## src/rtl/bc_seq_pkg.sv

```systemverilog
package bc_seq_pkg;
   typedef enum logic [1:0] {
      SEQ_IDLE = 2'd0,
      SEQ_RUN  = 2'd1,
      SEQ_WAIT = 2'd2
   } seq_state_e;
endpackage

```

## src/rtl/bc_interval_timer.sv

```systemverilog
// Down-counter in units of UNIT_TICKS clocks. The prescaler restarts on every
// load, so the expiry lands exactly value*UNIT_TICKS edges after the load edge.
module bc_interval_timer #(
   parameter int CNT_W      = 16,
   parameter int UNIT_TICKS = 50,
   parameter bit PERIODIC   = 1'b0
) (
   input  logic             clk,
   input  logic             rst_n,
   input  logic             load_i,
   input  logic [CNT_W-1:0] value_i,
   output logic             idle_o,
   output logic             fire_o
);
   localparam int PRE_W = (UNIT_TICKS > 1) ? $clog2(UNIT_TICKS) : 1;
   localparam logic [PRE_W-1:0] PRE_LAST = PRE_W'(UNIT_TICKS - 1);

   if (UNIT_TICKS < 1) begin : g_bad_unit
      $error("bc_interval_timer: UNIT_TICKS must be at least 1");
   end

   logic [PRE_W-1:0] pre_q;
   logic [CNT_W-1:0] remain_q;
   logic             run_q;
   logic [CNT_W-1:0] wrap_val;
   logic             wrap_run;
   logic             unit_end;

   if (PERIODIC) begin : g_periodic
      logic [CNT_W-1:0] period_q;
      always_ff @(posedge clk) begin
         if (!rst_n)      period_q <= '0;
         else if (load_i) period_q <= value_i;
      end
      assign wrap_val = period_q;
      assign wrap_run = 1'b1;
   end else begin : g_oneshot
      assign wrap_val = '0;
      assign wrap_run = 1'b0;
   end

   assign unit_end = (pre_q == PRE_LAST);
   assign fire_o   = run_q && unit_end && (remain_q == CNT_W'(1));
   assign idle_o   = !run_q;

   always_ff @(posedge clk) begin
      if (!rst_n) begin
         pre_q    <= '0;
         remain_q <= '0;
         run_q    <= 1'b0;
      end else if (load_i) begin
         pre_q    <= '0;
         remain_q <= value_i;
         run_q    <= (value_i != '0);
      end else if (run_q) begin
         if (unit_end) begin
            pre_q <= '0;
            if (remain_q == CNT_W'(1)) begin
               remain_q <= wrap_val;
               run_q    <= wrap_run;
            end else begin
               remain_q <= remain_q - CNT_W'(1);
            end
         end else begin
            pre_q <= pre_q + PRE_W'(1);
         end
      end
   end

   AST_TMR_NONZERO: assert property (@(posedge clk) disable iff (!rst_n)
      run_q |-> (remain_q != '0));
endmodule

```

## src/rtl/bc_trig_select.sv

```systemverilog
// Picks the frame trigger source; EDGE_DETECT chooses edge or level sensing.
module bc_trig_select #(
   parameter bit EDGE_DETECT = 1'b1
) (
   input  logic clk,
   input  logic rst_n,
   input  logic ext_i,
   input  logic ext_sel_i,
   input  logic int_fire_i,
   output logic trig_o
);
   logic ext_ev;

   if (EDGE_DETECT) begin : g_edge
      logic prev_q;
      always_ff @(posedge clk) begin
         if (!rst_n) prev_q <= 1'b0;
         else        prev_q <= ext_i;
      end
      assign ext_ev = ext_i && !prev_q;

      AST_EXT_SINGLE: assert property (@(posedge clk) disable iff (!rst_n)
         ext_ev |=> !ext_ev);
   end else begin : g_level
      assign ext_ev = ext_i;
   end

   assign trig_o = ext_sel_i ? ext_ev : int_fire_i;
endmodule

```

## src/rtl/bc_msg_tracker.sv

```systemverilog
// Holds the stack pointer and the remaining-message count.
module bc_msg_tracker #(
   parameter int PTR_W    = 16,
   parameter int CNT_W    = 10,
   parameter int PTR_STEP = 4
) (
   input  logic             clk,
   input  logic             rst_n,
   input  logic             load_i,
   input  logic [PTR_W-1:0] init_ptr_i,
   input  logic [CNT_W-1:0] init_cnt_i,
   input  logic             step_i,
   output logic [PTR_W-1:0] ptr_o,
   output logic [CNT_W-1:0] cnt_o,
   output logic             last_o
);
   if (PTR_STEP < 1) begin : g_bad_step
      $error("bc_msg_tracker: PTR_STEP must be positive");
   end

   always_ff @(posedge clk) begin
      if (!rst_n) begin
         ptr_o <= '0;
         cnt_o <= '0;
      end else if (load_i) begin
         ptr_o <= init_ptr_i;
         cnt_o <= init_cnt_i;
      end else if (step_i) begin
         ptr_o <= ptr_o + PTR_W'(PTR_STEP);
         cnt_o <= cnt_o - CNT_W'(1);
      end
   end

   assign last_o = (cnt_o == CNT_W'(1));

   AST_CNT_STEP: assert property (@(posedge clk) disable iff (!rst_n)
      (step_i && !load_i) |=> (cnt_o == $past(cnt_o) - CNT_W'(1)));
   AST_NO_UNDERFLOW: assert property (@(posedge clk) disable iff (!rst_n)
      step_i |-> (cnt_o != '0));
endmodule

```

## src/rtl/bc_frame_seq.sv

```systemverilog
module bc_frame_seq
   import bc_seq_pkg::*;
#(
   parameter int MAX_MSGS      = 512,
   parameter int GAP_W         = 16,
   parameter int FRAME_W       = 16,
   parameter int PTR_W         = 16,
   parameter int PTR_STEP      = 4,
   parameter int TICKS_PER_US  = 50,
   parameter int FRAME_STEP_US = 100,
   parameter bit EXT_EDGE      = 1'b1,
   localparam int MCNT_W       = $clog2(MAX_MSGS + 1)
) (
   input  logic               clk,
   input  logic               rst_n,
   input  logic               start_i,
   input  logic               auto_rpt_i,
   input  logic               ext_sel_i,
   input  logic               ext_trig_i,
   input  logic [GAP_W-1:0]   gap_i,
   input  logic [FRAME_W-1:0] frame_time_i,
   input  logic [PTR_W-1:0]   init_ptr_i,
   input  logic [MCNT_W-1:0]  init_cnt_i,
   input  logic               msg_done_i,
   output logic               frame_start_o,
   output logic               msg_start_o,
   output logic               busy_o,
   output logic               overrun_o,
   output logic [PTR_W-1:0]   stack_ptr_o,
   output logic [MCNT_W-1:0]  msg_cnt_o
);
   localparam int FRAME_TICKS = TICKS_PER_US * FRAME_STEP_US;

   if (MAX_MSGS < 1) begin : g_bad_max
      $error("bc_frame_seq: MAX_MSGS must be at least 1");
   end
   if (TICKS_PER_US < 1 || FRAME_STEP_US < 1) begin : g_bad_rate
      $error("bc_frame_seq: tick rates must be positive");
   end

   seq_state_e state_q;
   logic       active_q;
   logic       gap_idle, gap_fire, gap_due;
   logic       frm_idle, frm_fire, frm_trig;
   logic       last_msg;
   logic       start_ok, auto_ev, frame_go, done_acc, issue, end_frame;
   seq_state_e end_state;

   // ---------------- timers and trigger selection ----------------
   bc_interval_timer #(
      .CNT_W(GAP_W), .UNIT_TICKS(TICKS_PER_US), .PERIODIC(1'b0)
   ) u_gap_tmr (
      .clk(clk), .rst_n(rst_n),
      .load_i(issue || frame_go),
      .value_i(frame_go ? '0 : gap_i),
      .idle_o(gap_idle), .fire_o(gap_fire)
   );

   bc_interval_timer #(
      .CNT_W(FRAME_W), .UNIT_TICKS(FRAME_TICKS), .PERIODIC(1'b1)
   ) u_frm_tmr (
      .clk(clk), .rst_n(rst_n),
      .load_i(start_ok), .value_i(frame_time_i),
      .idle_o(frm_idle), .fire_o(frm_fire)
   );

   bc_trig_select #(.EDGE_DETECT(EXT_EDGE)) u_trig (
      .clk(clk), .rst_n(rst_n),
      .ext_i(ext_trig_i), .ext_sel_i(ext_sel_i),
      .int_fire_i(frm_fire), .trig_o(frm_trig)
   );

   bc_msg_tracker #(
      .PTR_W(PTR_W), .CNT_W(MCNT_W), .PTR_STEP(PTR_STEP)
   ) u_track (
      .clk(clk), .rst_n(rst_n),
      .load_i(frame_go), .init_ptr_i(init_ptr_i), .init_cnt_i(init_cnt_i),
      .step_i(done_acc),
      .ptr_o(stack_ptr_o), .cnt_o(msg_cnt_o), .last_o(last_msg)
   );

   // ---------------- sequencing decisions ----------------
   always_comb begin
      gap_due   = gap_idle || gap_fire;
      start_ok  = start_i && (state_q != SEQ_RUN);
      auto_ev   = auto_rpt_i && frm_trig;
      frame_go  = start_ok || ((state_q == SEQ_WAIT) && auto_ev);
      done_acc  = msg_done_i && active_q && (state_q == SEQ_RUN);
      end_frame = done_acc && last_msg;
      issue     = (state_q == SEQ_RUN) && gap_due &&
                  (!active_q || done_acc) && !end_frame;
      end_state = auto_rpt_i ? SEQ_WAIT : SEQ_IDLE;
   end

   always_ff @(posedge clk) begin
      if (!rst_n) begin
         state_q       <= SEQ_IDLE;
         active_q      <= 1'b0;
         msg_start_o   <= 1'b0;
         frame_start_o <= 1'b0;
         overrun_o     <= 1'b0;
      end else begin
         msg_start_o   <= issue;
         frame_start_o <= frame_go;

         if (frame_go)
            state_q <= (init_cnt_i == '0) ? end_state : SEQ_RUN;
         else if (state_q == SEQ_RUN && end_frame)
            state_q <= end_state;
         else if (state_q == SEQ_WAIT && !auto_rpt_i)
            state_q <= SEQ_IDLE;

         if (frame_go)      active_q <= 1'b0;
         else if (issue)    active_q <= 1'b1;
         else if (done_acc) active_q <= 1'b0;

         if (start_ok)                             overrun_o <= 1'b0;
         else if (state_q == SEQ_RUN && auto_ev)   overrun_o <= 1'b1;
      end
   end

   assign busy_o = (state_q == SEQ_RUN);

   // ---------------- assertions ----------------
   AST_START_SPACING: assert property (@(posedge clk) disable iff (!rst_n)
      msg_start_o |=> !msg_start_o);
   AST_GAP_RETIRE: assert property (@(posedge clk) disable iff (!rst_n)
      gap_fire |=> (gap_idle || msg_start_o));
   AST_MSG_IN_FRAME: assert property (@(posedge clk) disable iff (!rst_n)
      msg_start_o |-> busy_o);
   AST_BUSY_HAS_MSGS: assert property (@(posedge clk) disable iff (!rst_n)
      busy_o |-> (msg_cnt_o != '0));
   AST_IDLE_QUIET: assert property (@(posedge clk) disable iff (!rst_n)
      (!busy_o && $past(!busy_o)) |-> !msg_start_o);
   AST_OVR_HOLD: assert property (@(posedge clk) disable iff (!rst_n)
      (overrun_o && !start_i) |=> overrun_o);
   AST_FRM_PERIODIC: assert property (@(posedge clk) disable iff (!rst_n)
      frm_fire |=> !frm_idle);
   AST_INIT_RANGE: assert property (@(posedge clk) disable iff (!rst_n)
      frame_go |-> (int'(init_cnt_i) <= MAX_MSGS));
endmodule

```

## config.mk

```make
export PLATFORM = sky130hd
export DESIGN_NAME = bc_frame_seq
export DESIGN_NICKNAME = d
export VERILOG_FILES = /design/src/rtl/bc_seq_pkg.sv /design/src/rtl/bc_interval_timer.sv /design/src/rtl/bc_trig_select.sv /design/src/rtl/bc_msg_tracker.sv /design/src/rtl/bc_frame_seq.sv
export SDC_FILE = /design/constraint.sdc
export NUM_CORES = 1
export LEC_CHECK = 0
export BUFFER_PORTS_ARGS = -buffer_cell sky130_fd_sc_hd__buf_4
export CAP_MARGIN = 10
export CELL_PAD_IN_SITES_DETAIL_PLACEMENT = 1
export CELL_PAD_IN_SITES_GLOBAL_PLACEMENT = 1
export CORE_MARGIN = 8
export CORE_UTILIZATION = 45
export DETAILED_ROUTE_END_ITERATION = 16
export MAX_ROUTING_LAYER = met4
export PLACE_DENSITY_LB_ADDON = 0.08
export SKIP_LAST_GASP = 1
export SYNTH_ARGS = -nofsm -noshare
export SYNTH_HDL_FRONTEND = slang
export SYNTH_SLANG_ARGS = --single-unit
```

## constraint.sdc

```tcl
create_clock -name clk -period 4.4 [get_ports clk]
set_clock_uncertainty 0.05 [all_clocks]
set_input_delay 0.88 -clock clk [delete_from_list [all_inputs] [get_ports clk]]
set_output_delay 0.88 -clock clk [all_outputs]
set_load 0.05 [all_outputs]
```

## After elaboration in Yosys (flattened, before gate mapping)

Cells that the tools add are included.

| cells by class | value |
|---|---|
| multiply operators | 0 |
| bitwise logic cells | 1 |
| mux-type cells | 29 |
| divide/modulo/power cells | 0 |
| shifts and indexed selects | 0 |
| $add $sub $neg | 6 |
| reductions and logical operators | 41 |
| eq/ne operators | 8 |
| $lt $le $gt $ge | 0 |

Operators by type and width:

| operator | number |
|---|---|
| 16-bit two-way mux | 11 |
| 16-bit by 1-bit equality test with 1-bit output (second input constant) | 2 |
| 16-bit nonzero test | 2 |
| 16-bit by 1-bit subtractor with 16-bit output (second input constant) | 2 |
| 10-bit two-way mux | 2 |
| 1-bit logical AND | 17 |
| 16-bit by 3-bit adder with 16-bit output (second input constant) | 1 |
| 13-bit by 1-bit adder with 13-bit output (second input constant) | 1 |
| 13-bit equality test (second input constant) | 1 |
| 13-bit two-way mux | 1 |
| 2-bit nonzero test | 6 |
| 10-bit by 1-bit equality test with 1-bit output (second input constant) | 1 |
| 10-bit logical NOT | 1 |
| 2-bit two-way mux | 5 |
| 10-bit by 1-bit subtractor with 10-bit output (second input constant) | 1 |
| 1-bit two-way mux | 9 |
| 6-bit by 1-bit adder with 6-bit output (second input constant) | 1 |
| 6-bit equality test (second input constant) | 1 |
| 6-bit two-way mux | 1 |
| 2-bit OR reduction | 3 |
| 1-bit logical NOT | 5 |
| 1-bit logical OR | 4 |
| 2-bit AND reduction | 2 |
| 3-bit nonzero test | 1 |
| other kinds (4) | 4 |

| storage, ports and cells | value |
|---|---|
| register bits | 102 |
| memory bits (writable) | 0 |
| memories kept | 0 |
| logic and storage cells | 100 |
| output and inout port bits | 30 |
| bits in latches | 0 |
| bits in read-only memories | 0 |
| bits of input ports | 65 |

## Depth between registers and ports, before layout

| logic depth | value |
|---|---|
| depth in word-level cells | 10 |
| depth in mapped cells | 9 |
| gate-level depth less buffers | 8 |

## Modules after synthesis

From an unflattened synthesis, not the netlist that was laid out.

| unflattened totals | value |
|---|---|
| cell total of the unflattened synthesis | 697 |
| area, all modules | 5,778.0 µm² |

Modules (own cells, without submodules):

| module | sequential area each (µm²) | times used | cells each | area an instance (µm²) |
|---|---|---|---|---|
| bc_interval_timer (u_frm_tmr) | 920.9 | 1 | 289 | 2,423.6 |
| bc_interval_timer (u_gap_tmr) | 460.4 | 1 | 182 | 1,467.7 |
| bc_msg_tracker | 520.5 | 1 | 165 | 1,363.8 |
| bc_frame_seq | 120.1 | 1 | 56 | 480.5 |
| bc_trig_select | 20.0 | 1 | 5 | 42.5 |

## Worst setup path after synthesis

OpenSTA, ideal clock, no wires.

| timing | value |
|---|---|
| path kind | flip-flop to flip-flop |
| start | register u_track.cnt_o[0] |
| end | register u_gap_tmr.remain_q[5] |
| slack | 1,667 ps |
| clock period less this slack | 2,733 ps |
| path buffers | 1 |
| required time | 4,255 ps |
| library setup time | 95 ps |
| arrival time | 2,588 ps |
| stages on the path, launching flop included | 9 |
| cell sequence | dfxtp_1 > ha_1 > or4b_2 > o31ai_2 > a21oi_1 > a21oi_2 > buf_4 > nand3_1 > a221oi_1 |

| on the way | value |
|---|---|
| cells in the longest elaborated chain, start to end | 7 |
| elaborated cells on any way between the ends | 9 |
| classes of those cells | eq/ne (1); mux (1); reduce/logical (7) |

Ends and longest elaborated chain:

| element | RTL line | source |
|---|---|---|
| start, declared | bc_msg_tracker.sv:14 | `output logic [CNT_W-1:0] cnt_o,` |
| start signal, assigned | bc_msg_tracker.sv:27 | `cnt_o <= init_cnt_i;` |
| start signal, assigned | bc_msg_tracker.sv:30 | `cnt_o <= cnt_o - CNT_W'(1);` |
| 10-bit by 1-bit equality test with 1-bit output * | bc_msg_tracker.sv:34 | `assign last_o = (cnt_o == CNT_W'(1));` |
| 1-bit logical AND * | bc_frame_seq.sv:89 | `end_frame = done_acc && last_msg;` |
| 1-bit logical NOT * | bc_frame_seq.sv:91 | `(!active_q \|\| done_acc) && !end_frame;` |
| 1-bit logical AND * | bc_frame_seq.sv:91 |  |
| 1-bit logical OR * | bc_frame_seq.sv:54 | `.load_i(issue \|\| frame_go),` |
| 2-bit nonzero test (no line) | -- |  |
| 2-bit AND reduction (no line) | -- |  |
| end signal, assigned | bc_interval_timer.sv:53 | `remain_q <= value_i;` |
| end signal, assigned | bc_interval_timer.sv:59 | `remain_q <= wrap_val;` |
| end signal, assigned | bc_interval_timer.sv:62 | `remain_q <= remain_q - CNT_W'(1);` |
| end, declared | bc_interval_timer.sv:23 | `logic [CNT_W-1:0] remain_q;` |

Mark *: on every way between the ends. The rest lies on a longest branch, timed or not.
A chain may end at the register's enable or synchronous reset.

## Final worst setup path

| timing | value |
|---|---|
| start | register u_gap_tmr.remain_q[8] |
| end | register u_gap_tmr.remain_q[15] |

| on the way | value |
|---|---|
| cells in the longest elaborated chain, start to end | 9 |
| elaborated cells on any way between the ends | 15 |
| classes of those cells | add/sub (1); eq/ne (1); mux (4); reduce/logical (9) |

Ends and longest elaborated chain:

| element |
|---|
| parallel branches: the longest is 9 deep, another holds 16-bit by 1-bit subtractor with 16-bit output |

Several ways; the timed one is not identified. The select of a mux whose other input is x is not followed.

==> metrics <==
status=complete, no violations; Area Overhead vs Synth=19.18%; Buffers on Ports=94; initial antenna violation count=0; reg2reg start=u_gap_tmr.remain_q[8]; largest net degree at the start of global routing=60; final core occ=roughly 55%; Fin. Hold Viols=0; hpwl dp=12880 µm; die height=126.6 µm; ratio of routed vias to standard cells=6.047; Pwr per Cell Area=371.3 nW/µm²; first-pass GRT wire length=29700 µm; WL/cell=19.12 µm; sequential area share after synthesis=37.09%; commonest cells after routing, fill and taps aside=buf_4, dfxtp_1, nand2_1, nor2_1, a21oi_1; syn_area_per_cell=7.865 µm²; critical path peak fanout=12; Yosys warning count=0; Critical Path Stages=6; commonest non-fill, non-tap cell in the layout=buf_4; layout cells sized above 1=16.65%; register bit total from synthesis=102; maximum vdd drop=0.2773 mV; Num CTS Buffers=9; DRC=0; vias in the first global route=5907; Clock Tree Root=clkbuf_16; cells after synthesis=700; Critical Path AT=3.11 ns; asr flop ratio synth=0%; cell row count=40; Relative slew margins=45.95%; maximum clock path buffer count=2; final instance area=6561 µm²; # setup viols final=0; die area=16030 µm²; # IOs=95; internal reg-to-reg setup slack=1.47 ns; Final Max Slew Viols=0; Congestion Overflow GR=0; syn nets=around 780; Setup crit end=u_gap_tmr.remain_q[15]; Chip Width=126.6 µm; Skew-Pair Late Insertion Delay=0.36 ns; Period minus WS final=2.932 ns; clk slew on worst S/H paths=0.07 ns; Place WS=1.436 ns; Worst Max-Slew Pin Slew=between 0.8 and 0.9 ns; Starting Density=between 40% and 50%; antenna viol nets, final=0; Hold Crit Class=reg2reg; Post-synth EDFFs=0; Final GP Congestion=0.8804; final wirelength=17750 µm; clock tree sinks=102; postcts setup bufs=0; sum of buffers and inverters on the critical path=0; Final Cycle Share=between 60% and 70%; Setup CP Type=reg2reg; FMAX=341.0 MHz; CTS H-tree depth=3; CTS tree=done; cell leakage power=2.458 nW; RSZ-0062 raised after global routing=no; Tot GR Track Use=a little under a quarter; CP Launch Type=register; DR pass1 iterations=4; Reg2Reg Depth=6; Cell variety after synth=67; Iter 0 DRT Violations=350; Req. time, crit path=~4.6 ns; Final Total Pwr=2.436 mW; PnR worst setup slack=1.468 ns; Top Family by Delay on Critical Path=simple AND/OR/NAND/NOR gates; Critical Path Sink Type=register; Most common cell on crit path=nor4_1; Setup crit start=u_gap_tmr.remain_q[8]; reg2reg end=u_gap_tmr.remain_q[15]; Slowest-stage cell, CP=o31ai_1; setup TNS=0 ns; ys flop type=dfxtp_1; Vias=5612; synthesized area=5505 µm²; CTS Hold Buffers Added=0; post_cts resized=0; placed instance area=around 6300 µm²; CP cell instances=nor4_1, nand4_1, o31ai_1, nand2_1, nor4_1, a2111oi_2; total core area=11960 µm²; max-cap violations=0; Diodes inserted=0; critical path's largest stage delay=0.64 ns; Nets=852
layer usage:
layer  wire length [µm]  track usage [%]  share of wire [%]  vias up
met1               8062            28.03                 45     2756
met4                284            5.662                1.6        0
li1                   -                -                  -     2721
met5                  0                -                  0        -
met2               8602            37.64                 48      115
met3                795            5.404                4.5       20
final cells by class:
| type | count | area [µm²] |
|---|---|---|
| fill | 1486 | 5400 |
| multi-input combinational | 541 | 3217 |
| clock buffer | 9 | 225.2 |
| tap | 147 | 183.9 |
| inverter | 20 | 75.07 |
| timing repair buffer | 103 | 773.2 |
| clock inverter | 6 | 45.04 |
| sequential | 102 | 2042 |
worst min-delay path by stage:
| stage | depth (start not counted) | startpoint | end |
|---|---|---|---|
| final | 2 | u_frm_tmr.g_periodic.period_q[0] | u_frm_tmr.g_periodic.period_q[0] |
| after global routing | 2 | u_frm_tmr.g_periodic.period_q[0] | u_frm_tmr.g_periodic.period_q[0] |
| after CTS | 2 | u_frm_tmr.g_periodic.period_q[0] | u_frm_tmr.g_periodic.period_q[0] |
| after detailed placement | 2 | u_frm_tmr.g_periodic.period_q[0] | u_frm_tmr.g_periodic.period_q[0] |
| after global placement | 2 | u_frm_tmr.g_periodic.period_q[5] | u_frm_tmr.g_periodic.period_q[5] |
| after floorplan | 2 | u_frm_tmr.g_periodic.period_q[5] | u_frm_tmr.g_periodic.period_q[5] |
sequential cells by signal, indices dropped and copies added (netlist names):
| register | cells |
|---|---|
| u_frm_tmr.remain_q | 16 |
| u_track.ptr_o | 16 |
| u_frm_tmr.g_periodic.period_q | 16 |
| frame_start_o | 1 |
| u_gap_tmr.pre_q | 6 |
| u_gap_tmr.remain_q | 16 |
| u_frm_tmr.run_q | 1 |
| active_q | 1 |
| u_frm_tmr.pre_q | 13 |
| state_q | 2 |
| msg_start_o | 1 |
| overrun_o | 1 |
| u_trig.g_edge.prev_q | 1 |
| u_gap_tmr.run_q | 1 |
| u_track.cnt_o | 10 |
worst register-to-register path: cells and delay by family (launching register included):
family	cells	cell delay [ns]
flops	1	0.37
simple gates	4	1.68
compound gates	2	0.70
stage by stage:
| step | hold slack (ns) | std cells |
|---|---|---|
| 3_5_place_dp | 0.3996 | 913 |
| 3_3_place_gp | 0.3903 | 913 |
| 5_1_grt | 0.4312 | 928 |
| 2_1_floorplan | 0.3832 | 700 |
| 6_report | 0.4080 | 928 |
| 4_1_cts | 0.4095 | 928 |
cell usage after synthesis, types with 8 or more instances:
cell / count / share of area [%]
dfxtp_1: 102 / 37
nand2_1: 92 / 6.3
nor2_1: 73 / 5.0
a21oi_1: 68 / 6.2
o21ai_0: 32 / 2.9
nand3_1: 30 / 2.7
clkbuf_1: 25 / 1.7
inv_1: 19 / 1.3
nor3_1: 18 / 1.6
a211oi_1: 16 / 2.2
nand4_1: 16 / 1.8
nor4_1: 16 / 1.8
xnor2_1: 16 / 2.5
xor2_1: 16 / 2.5
o211ai_1: 14 / 1.9
ha_1: 10 / 2.3
and2_1: 9 / 1.0
or4_1: 9 / 1.2
a32oi_1: 8 / 1.3
report_power, final:
group	total [mW]	switching (mW)	leakage [nW]	internal (mW)
sequential	1.08	0.0866	0.837	0.990
combinational	0.596	0.367	1.48	0.229
clock	0.764	0.378	0.136	0.386
logic make-up after synthesis:
logic type	count (synthesis)	share of synthesized area [%]
muxes	4	0.7273
buffers and inverters	57	4.613
xor gates and xnor gates	32	5.091
adders and majority gates	10	2.273
and+or+nand+nor	305	27.80
DFF	102	37.09
AOI/OAI and AO/OA	190	22.41
Note: power is estimated with default switching activity, not from simulation.
